File: src/rtl/refresh_pkg.sv
package refresh_pkg;
  localparam int unsigned DEF_CNT_W  = 9;
  localparam int unsigned DEF_ROW_W  = 9;
  localparam int unsigned DEF_BASE_W = 7;
  localparam int unsigned DEF_ADDR_W = 20;
endpackage

File: src/rtl/refresh_timer.sv
module refresh_timer #(
  parameter int unsigned CNT_W = refresh_pkg::DEF_CNT_W
) (
  input  logic             clk_i,
  input  logic             rst_ni,
  input  logic             en_i,
  input  logic [CNT_W-1:0] interval_i,
  output logic             expire_o
);
  logic [CNT_W-1:0] cnt_q;

  // 0 and 1 both mean every clock
  assign expire_o = en_i && (cnt_q <= CNT_W'(1));

  always_ff @(posedge clk_i or negedge rst_ni) begin
    if (!rst_ni)                cnt_q <= '0;
    else if (!en_i || expire_o) cnt_q <= interval_i;
    else                        cnt_q <= cnt_q - CNT_W'(1);
  end

  p_count_down_r2: assert property (@(posedge clk_i) disable iff (!rst_ni)
    (en_i && !expire_o) |=> (cnt_q == $past(cnt_q) - CNT_W'(1)));

  p_hold_reload_r7: assert property (@(posedge clk_i) disable iff (!rst_ni)
    !en_i |-> !expire_o);
endmodule

File: src/rtl/refresh_pending.sv
module refresh_pending (
  input  logic clk_i,
  input  logic rst_ni,
  input  logic en_i,
  input  logic expire_i,
  input  logic ack_i,
  output logic req_o
);
  logic req_q;

  always_ff @(posedge clk_i or negedge rst_ni) begin
    if (!rst_ni)       req_q <= 1'b0;
    else if (!en_i)    req_q <= 1'b0;
    else if (expire_i) req_q <= 1'b1;
    else if (ack_i)    req_q <= 1'b0;
  end

  assign req_o = req_q;

  p_hold_r3: assert property (@(posedge clk_i) disable iff (!rst_ni)
    (req_q && !ack_i && en_i) |=> req_q);

  p_drop_r7: assert property (@(posedge clk_i) disable iff (!rst_ni)
    !en_i |=> !req_q);

  p_overlap_r8: assert property (@(posedge clk_i) disable iff (!rst_ni)
    (en_i && expire_i && ack_i) |=> req_q);
endmodule

File: src/rtl/refresh_row.sv
module refresh_row #(
  parameter int unsigned ROW_W = refresh_pkg::DEF_ROW_W
) (
  input  logic             clk_i,
  input  logic             rst_ni,
  input  logic             step_i,
  output logic [ROW_W-1:0] row_o
);
  logic [ROW_W-1:0] row_q;

  always_ff @(posedge clk_i or negedge rst_ni) begin
    if (!rst_ni)     row_q <= '0;
    else if (step_i) row_q <= row_q + ROW_W'(1);
  end

  assign row_o = row_q;

  p_row_step_r4: assert property (@(posedge clk_i) disable iff (!rst_ni)
    step_i |=> (row_q == $past(row_q) + ROW_W'(1)));

  p_row_hold_r4: assert property (@(posedge clk_i) disable iff (!rst_ni)
    !step_i |=> $stable(row_q));
endmodule

File: src/rtl/refresh_addr.sv
module refresh_addr #(
  parameter int unsigned ROW_W  = refresh_pkg::DEF_ROW_W,
  parameter int unsigned BASE_W = refresh_pkg::DEF_BASE_W,
  parameter int unsigned ADDR_W = refresh_pkg::DEF_ADDR_W
) (
  input  logic              valid_i,
  input  logic [ROW_W-1:0]  row_i,
  input  logic [BASE_W-1:0] base_i,
  output logic [ADDR_W-1:0] addr_o
);
  localparam int unsigned GAP_W  = ADDR_W - BASE_W - ROW_W - 1;
  localparam int unsigned BASE_LO = ADDR_W - BASE_W;

  logic [ADDR_W-1:0] raw;

  assign raw[0]              = 1'b0;
  assign raw[ROW_W:1]        = row_i;
  assign raw[ADDR_W-1:BASE_LO] = base_i;

  generate
    if (GAP_W > 0) begin : g_gap
      assign raw[BASE_LO-1:ROW_W+1] = '0;
    end
  endgenerate

  assign addr_o = valid_i ? raw : '0;

  initial begin
    a_width_fit_r5: assert (ADDR_W >= BASE_W + ROW_W + 1);
  end
endmodule

File: src/rtl/refresh_gen.sv
module refresh_gen #(
  parameter int unsigned CNT_W  = refresh_pkg::DEF_CNT_W,
  parameter int unsigned ROW_W  = refresh_pkg::DEF_ROW_W,
  parameter int unsigned BASE_W = refresh_pkg::DEF_BASE_W,
  parameter int unsigned ADDR_W = refresh_pkg::DEF_ADDR_W
) (
  input  logic              clk_i,
  input  logic              rst_ni,
  input  logic              enable_i,
  input  logic [CNT_W-1:0]  interval_i,
  input  logic [BASE_W-1:0] base_i,
  input  logic              ack_i,
  output logic              req_o,
  output logic [ADDR_W-1:0] addr_o
);
  logic             expire;
  logic             req;
  logic [ROW_W-1:0] row;

  refresh_timer #(.CNT_W(CNT_W)) i_timer (
    .clk_i(clk_i), .rst_ni(rst_ni), .en_i(enable_i),
    .interval_i(interval_i), .expire_o(expire)
  );

  refresh_pending i_pending (
    .clk_i(clk_i), .rst_ni(rst_ni), .en_i(enable_i),
    .expire_i(expire), .ack_i(ack_i), .req_o(req)
  );

  refresh_row #(.ROW_W(ROW_W)) i_row (
    .clk_i(clk_i), .rst_ni(rst_ni), .step_i(req && ack_i), .row_o(row)
  );

  refresh_addr #(.ROW_W(ROW_W), .BASE_W(BASE_W), .ADDR_W(ADDR_W)) i_addr (
    .valid_i(req), .row_i(row), .base_i(base_i), .addr_o(addr_o)
  );

  assign req_o = req;

  p_addr_idle_r6: assert property (@(posedge clk_i) disable iff (!rst_ni)
    (req_o && ack_i && !expire) |=> (addr_o == '0));
endmodule

File: config.mk
export PLATFORM = sky130hd
export DESIGN_NAME = refresh_gen
export DESIGN_NICKNAME = d
export VERILOG_FILES = /design/src/rtl/refresh_pkg.sv /design/src/rtl/refresh_timer.sv /design/src/rtl/refresh_pending.sv /design/src/rtl/refresh_row.sv /design/src/rtl/refresh_addr.sv /design/src/rtl/refresh_gen.sv
export SDC_FILE = /design/constraint.sdc
export NUM_CORES = 1
export LEC_CHECK = 0
export BUFFER_PORTS_ARGS = -buffer_cell sky130_fd_sc_hd__buf_2
export CAP_MARGIN = 20
export CORE_MARGIN = 5
export CORE_UTILIZATION = 44
export DETAILED_ROUTE_END_ITERATION = 12
export PLACE_DENSITY_LB_ADDON = 0.12
export SLEW_MARGIN = 20
export SYNTH_ARGS = -nofsm -noshare
export SYNTH_HDL_FRONTEND = slang
export SYNTH_SLANG_ARGS = --single-unit
File: constraint.sdc
create_clock -name clk_i -period 3.25 [get_ports clk_i]
set_input_delay 0.1625 -clock clk_i [delete_from_list [all_inputs] [get_ports clk_i]]
set_output_delay 0.1625 -clock clk_i [all_outputs]
set_load 0.1 [all_outputs]
After elaboration in Yosys (flattened, before gate mapping). Cells that the tools add are included. W data, S select, Z words.

Output and inout bits: 21. Bits of input ports: 20. Word-level logic and storage cells: 16. Register bits after elaboration: 19.

Magnitude comparators: 1. Muxes and demuxes: 5. Equality and inequality tests: 1. Reduce and logical (&&, ||, !) cells: 4. Add/subtract/negate cells: 2.

Operator list (number): $mux W20 (1); $add A9 B1 Y9 const B (1); $le A9 B1 Y1 const B (1); $mux W9 (1); $sub A9 B1 Y9 const B (1); $mux W1 (3); $ne A3 B1 Y1 const B (1); $logic_and A1 B1 Y1 (2); $logic_not A1 Y1 (1); $logic_or A1 B1 Y1 (1).

Depth between registers and ports, before layout.
Word-level depth: 4. Mapped depth: 7. Gate-level depth less buffers: 6.

Hierarchy. Synthesis repeated with hierarchy kept, for this count alone.

Cell total of the unflattened synthesis: 115. Area, all modules: 1157.4 sq um.

By module, submodules not included: refresh_timer (instances 1, seq. area each 225.2 sq um, cells each 60, area an instance 556.8 sq um); refresh_row (instances 1, seq. area each 225.2 sq um, cells each 29, area an instance 387.9 sq um); refresh_addr (instances 1, seq. area each 0.0 sq um, cells each 22, area an instance 160.2 sq um); refresh_pending (instances 1, seq. area each 25.0 sq um, cells each 3, area an instance 46.3 sq um); refresh_gen (instances 1, seq. area each 0.0 sq um, cells each 1, area an instance 6.3 sq um).

Worst setup path after synthesis. OpenSTA, ideal clock, no wires.

Path type: register to output. Start point: register i_pending.req_q, in the netlist i_pending.req_o. End point: output port addr_o[13]. Data arrival time: 2.185 ns. Stages on the path, launching flop included: 4. Path slack: 0.903 ns. Data required time: 3.087 ns. Path buffers: 2. Path through: dfrtp_1 clkbuf_1 clkbuf_1 and2_1.

Cells in the longest elaborated chain, start to end: 1.

Ends and longest elaborated chain: from (decl) (line refresh_pending.sv:9) `logic req_q;`; from (signal assigned) (line refresh_pending.sv:12) `if (!rst_ni) req_q <= 1'b0;`; from (signal assigned) (line refresh_pending.sv:13) `else if (!en_i) req_q <= 1'b0;`; from (signal assigned) (line refresh_pending.sv:14) `else if (expire_i) req_q <= 1'b1;`; $mux W20 (line refresh_addr.sv:26) `assign addr_o = valid_i ? raw : '0;`; to (decl) (line refresh_gen.sv:14) `output logic [ADDR_W-1:0] addr_o`.

No other way between the ends.

Worst setup path after layout.
Start point: register i_timer.cnt_q[6]. End point: register i_timer.cnt_q[2].

Cells in the longest elaborated chain, start to end: 4.

Ends and longest elaborated chain: from (decl) (line refresh_timer.sv:10) `logic [CNT_W-1:0] cnt_q;`; from (signal assigned) (line refresh_timer.sv:17) `else if (!en_i || expire_o) cnt_q <= interval_i;`; from (signal assigned) (line refresh_timer.sv:18) `else cnt_q <= cnt_q - CNT_W'(1);`; $le A9 B1 Y1 (line refresh_timer.sv:13) `assign expire_o = en_i && (cnt_q <= CNT_W'(1));`; $logic_and A1 B1 Y1 (line refresh_timer.sv:13); $logic_or A1 B1 Y1 (line refresh_timer.sv:17); $mux W9 (line refresh_timer.sv:17).

No other way between the ends. A chain may end at the register's enable or synchronous reset.

==> impl_metrics.env <==
export IMPL_met3WireLength_um=247
export IMPL_finClkSkew_ns=0.00626
export IMPL_synth_top_cells_by_count="19 x sky130_fd_sc_hd__dfrtp_1, 17 x sky130_fd_sc_hd__and2_1, 13 x sky130_fd_sc_hd__nand2_1, 9 x sky130_fd_sc_hd__o21ai_0"
export IMPL_cells_along_the_critical_path="or3_2, o41ai_4, o21ai_0"
export IMPL_area_growth_pct=19.3
export IMPL_grt_pass1_wl_mm=3.50
export IMPL_rsz0062_at_grt="no"
export IMPL_vias_per_cell=5.10
export IMPL_finalHoldViolCount=0
export IMPL_ant_nets=0
export IMPL_power_per_cell_area_nw_per_um2=399
export IMPL_setup_worst_path_start_class="flip-flop"
export IMPL_design_final_nets=180
export IMPL_post_synth_num_cell_types=29
export IMPL_synthCells=119
export IMPL_final_util_pct=54.5
export IMPL_fin_crit_ns=1.84
export IMPL_vias=948
export IMPL_slew_violations=0
export IMPL_num_rows=18
export IMPL_core_um2=2450
export IMPL_reg_clk_slew_reported_paths_ns=0.10
export IMPL_wl_per_cell_um=11.9
export IMPL_count_of_final_setup_violators=0
export IMPL_floorplan_die_width_um=60.5
export IMPL_place_gp_congestion=0.741
export IMPL_io_buffer_count=36
export IMPL_peakVddDrop_uv=234
export IMPL_globalRouteOverflowTotal=0
export IMPL_detail_route_wirelength_met1_um=851
export IMPL_post_cts_setup_buffers=0
export IMPL_track_usage_pct=13.0
export IMPL_max_cap_viol_count=0
export IMPL_cts_resized_gates=0
export IMPL_detail_route_wirelength_mm=2.22
export IMPL_synth_largest_area_cell="sky130_fd_sc_hd__dfrtp_1"
export IMPL_worst_slew_pin_transition_ns=0.641
export IMPL_initial_utilization_pct=45.7
export IMPL_setup_tns_final_ns=0
export IMPL_synth_yosys_warnings=0
export IMPL_critical_path_max_fanout=14
export IMPL_post_synth_main_area_contributors="sky130_fd_sc_hd__dfrtp_1 42%, sky130_fd_sc_hd__and2_1 9.5%, sky130_fd_sc_hd__xnor2_1 5.5%"
export IMPL_firstDrtPassIters=4
export IMPL_final_period_utilization_pct=56.7
export IMPL_post_synth_instance_area_um2=1120
export IMPL_result_of_the_run="finished clean"
export IMPL_synth_enable_flop_cells=0
export IMPL_clk_latency_ns=0.30
export IMPL_critical_path_data_arrival_time_ns=2.00
export IMPL_clock_tree_from_tritoncts="done"
export IMPL_first_global_vias=842
export IMPL_post_synth_top_area_fraction_pct=42.4
export IMPL_synth_async_sr_flop_share_pct=100
export IMPL_critPathKind="flip-flop to flip-flop"
export IMPL_number_of_antenna_violations_at_the_first_check_in_global_routing=0
export IMPL_ff2ff_setup_slack_ns=1.41
export IMPL_cts_buffers_inserted=3
export IMPL_root_buffer="sky130_fd_sc_hd__clkbuf_4"
export IMPL_cts_htree_levels=1
export IMPL_syn_mean_instance_area_um2=9.42
export IMPL_post_synth_top_count_cell="sky130_fd_sc_hd__dfrtp_1"
export IMPL_worstPathRequired_ns=3.41
export IMPL_cts_path_max_buffers=2
export IMPL_grt_start_max_net_pins=21
export IMPL_synth_yosys_seq_area_share_pct=42.4
export IMPL_total_leakage_power_nw=0.680
export IMPL_die_h_um=60.5
export IMPL_post_route_cells_drive_above_1_share_pct=29.5
export IMPL_worstHoldPathType="input pin to flip-flop"
export IMPL_dieArea_um2=3660
export IMPL_cp_end_kind="flip-flop"
export IMPL_clock_sinks=19
export IMPL_ios=41
export IMPL_slew_limit_headroom_pct=57.1
export IMPL_drtIter0Drc=18
export IMPL_met2WireLength_mm=1.07
export IMPL_max_freq_mhz=543
export IMPL_crit_path_max_delay_cell_type="sky130_fd_sc_hd__o41ai_4"
export IMPL_synth_top_flop_cell="sky130_fd_sc_hd__dfrtp_1"
export IMPL_insertedDiodeCount=0
export IMPL_dp_hpwl_mm=1.75
export IMPL_maxUsedRoutingLayer="met4"
export IMPL_synth_seq_cells=19
export IMPL_timing_critical_path_slowest_cell_delay_ns=0.55
export IMPL_drc=0
## kinds of logic (layout without fill, tap and decap cells)
family | after synthesis | after routing | synth area share, %
other | 1 | 4 | 0.335
XOR/XNOR | 13 | 13 | 10.2
AO/OA/AOI/OAI | 17 | 17 | 11.5
AND/OR/NAND/NOR | 54 | 54 | 25.6
adder cells (fa/ha/maj) | 3 | 3 | 3.35
flip-flops | 19 | 19 | 42.4
multiplexers | 1 | 1 | 1.00
buffers and inverters | 11 | 45 | 5.69
## stage by stage
step | power (mW) | worst slack [ns] | instances | cell area, µm² | hold slack, ns
finish | 0.533 | 1.41 | 186 | 1340 | 0.0581
global route | 0.569 | 1.26 | 186 | 1340 | 0.0594
CTS | 0.544 | 1.36 | 186 | 1340 | 0.0477
detailed placement | 0.420 | 1.38 | 181 | 1300 | 0.125
global placement | 0.417 | 1.46 | 181 | 1300 | 0.123
floorplan | 0.389 | 0.903 | 122 | 1130 | -0.133
## routing by layer
metal / vias to the layer above / GRT usage (%)
met5: - / 0
met4: 0 / 7.43
met3: 5 / 2.77
met2: 34 / 22.7
met1: 438 / 14.7
li1: 471 / -
## timing repair
action                                  4_1_cts  5_1_grt
endpoints found under the hold margin        19        0
endpoints found under the setup margin        0        0
hold buffers                                  1        0
## sequential cells by signal, summed over array words and instances, names as in the netlist
name,cells
i_row.row_o,9
i_timer.cnt_q,9
i_pending.req_o,1
## layout by cell type, fill, tap and decap left out, types with 2 or more instances in the layout
cell,n
sky130_fd_sc_hd__xnor2_1,7
sky130_fd_sc_hd__nand3_1,4
sky130_fd_sc_hd__o21ai_0,9
sky130_fd_sc_hd__nor2_1,5
sky130_fd_sc_hd__ha_1,3
sky130_fd_sc_hd__conb_1,4
sky130_fd_sc_hd__and2_1,17
sky130_fd_sc_hd__inv_1,4
sky130_fd_sc_hd__dfrtp_1,19
sky130_fd_sc_hd__nand4_1,3
sky130_fd_sc_hd__clkbuf_4,3
sky130_fd_sc_hd__nand2_1,13
sky130_fd_sc_hd__buf_2,36
sky130_fd_sc_hd__nor3_1,7
sky130_fd_sc_hd__a21oi_1,2
sky130_fd_sc_hd__xor2_1,6
## report_power, final
| group | switching [mW] | leakage (nW) | internal, mW | total, mW |
|---|---|---|---|---|
| combinational | 0.0764 | 0.420 | 0.0499 | 0.126 |
| clock | 0.0695 | 0.0150 | 0.0479 | 0.117 |
| sequential | 0.0304 | 0.245 | 0.259 | 0.290 |
## critical path, delay by kind of cell (launching register included)
kind	cells	cell delay, ns
flip-flops	1	0.43
AO/OA/AOI/OAI	2	0.75
AND/OR/NAND/NOR	1	0.53
## worst paths after layout
check                      depth (start not counted)                        from                           to
setup reg to reg                                   3  i_timer.cnt_q[6]$_DFF_PN0_   i_timer.cnt_q[2]$_DFF_PN0_
max in group asynchronous                          2                      rst_ni  i_pending.req_o$_DFFE_PN0P_
setup / recovery                                   3  i_timer.cnt_q[6]$_DFF_PN0_   i_timer.cnt_q[2]$_DFF_PN0_
hold reg to reg                                    1  i_row.row_o[8]$_DFFE_PN0P_   i_row.row_o[8]$_DFFE_PN0P_
min in group asynchronous                          2                      rst_ni   i_row.row_o[3]$_DFFE_PN0P_
hold / removal                                     3               interval_i[1]   i_timer.cnt_q[1]$_DFF_PN0_
## layout make-up
class | instances | area, µm²
multi-input cells | 92 | 593
flip-flops and latches | 19 | 475
repair buffers | 37 | 190
inverters | 4 | 15.0
well taps | 30 | 37.5
clock buffers | 4 | 26.3
fillers | 242 | 1120
Power figures use the tool's default switching activity.
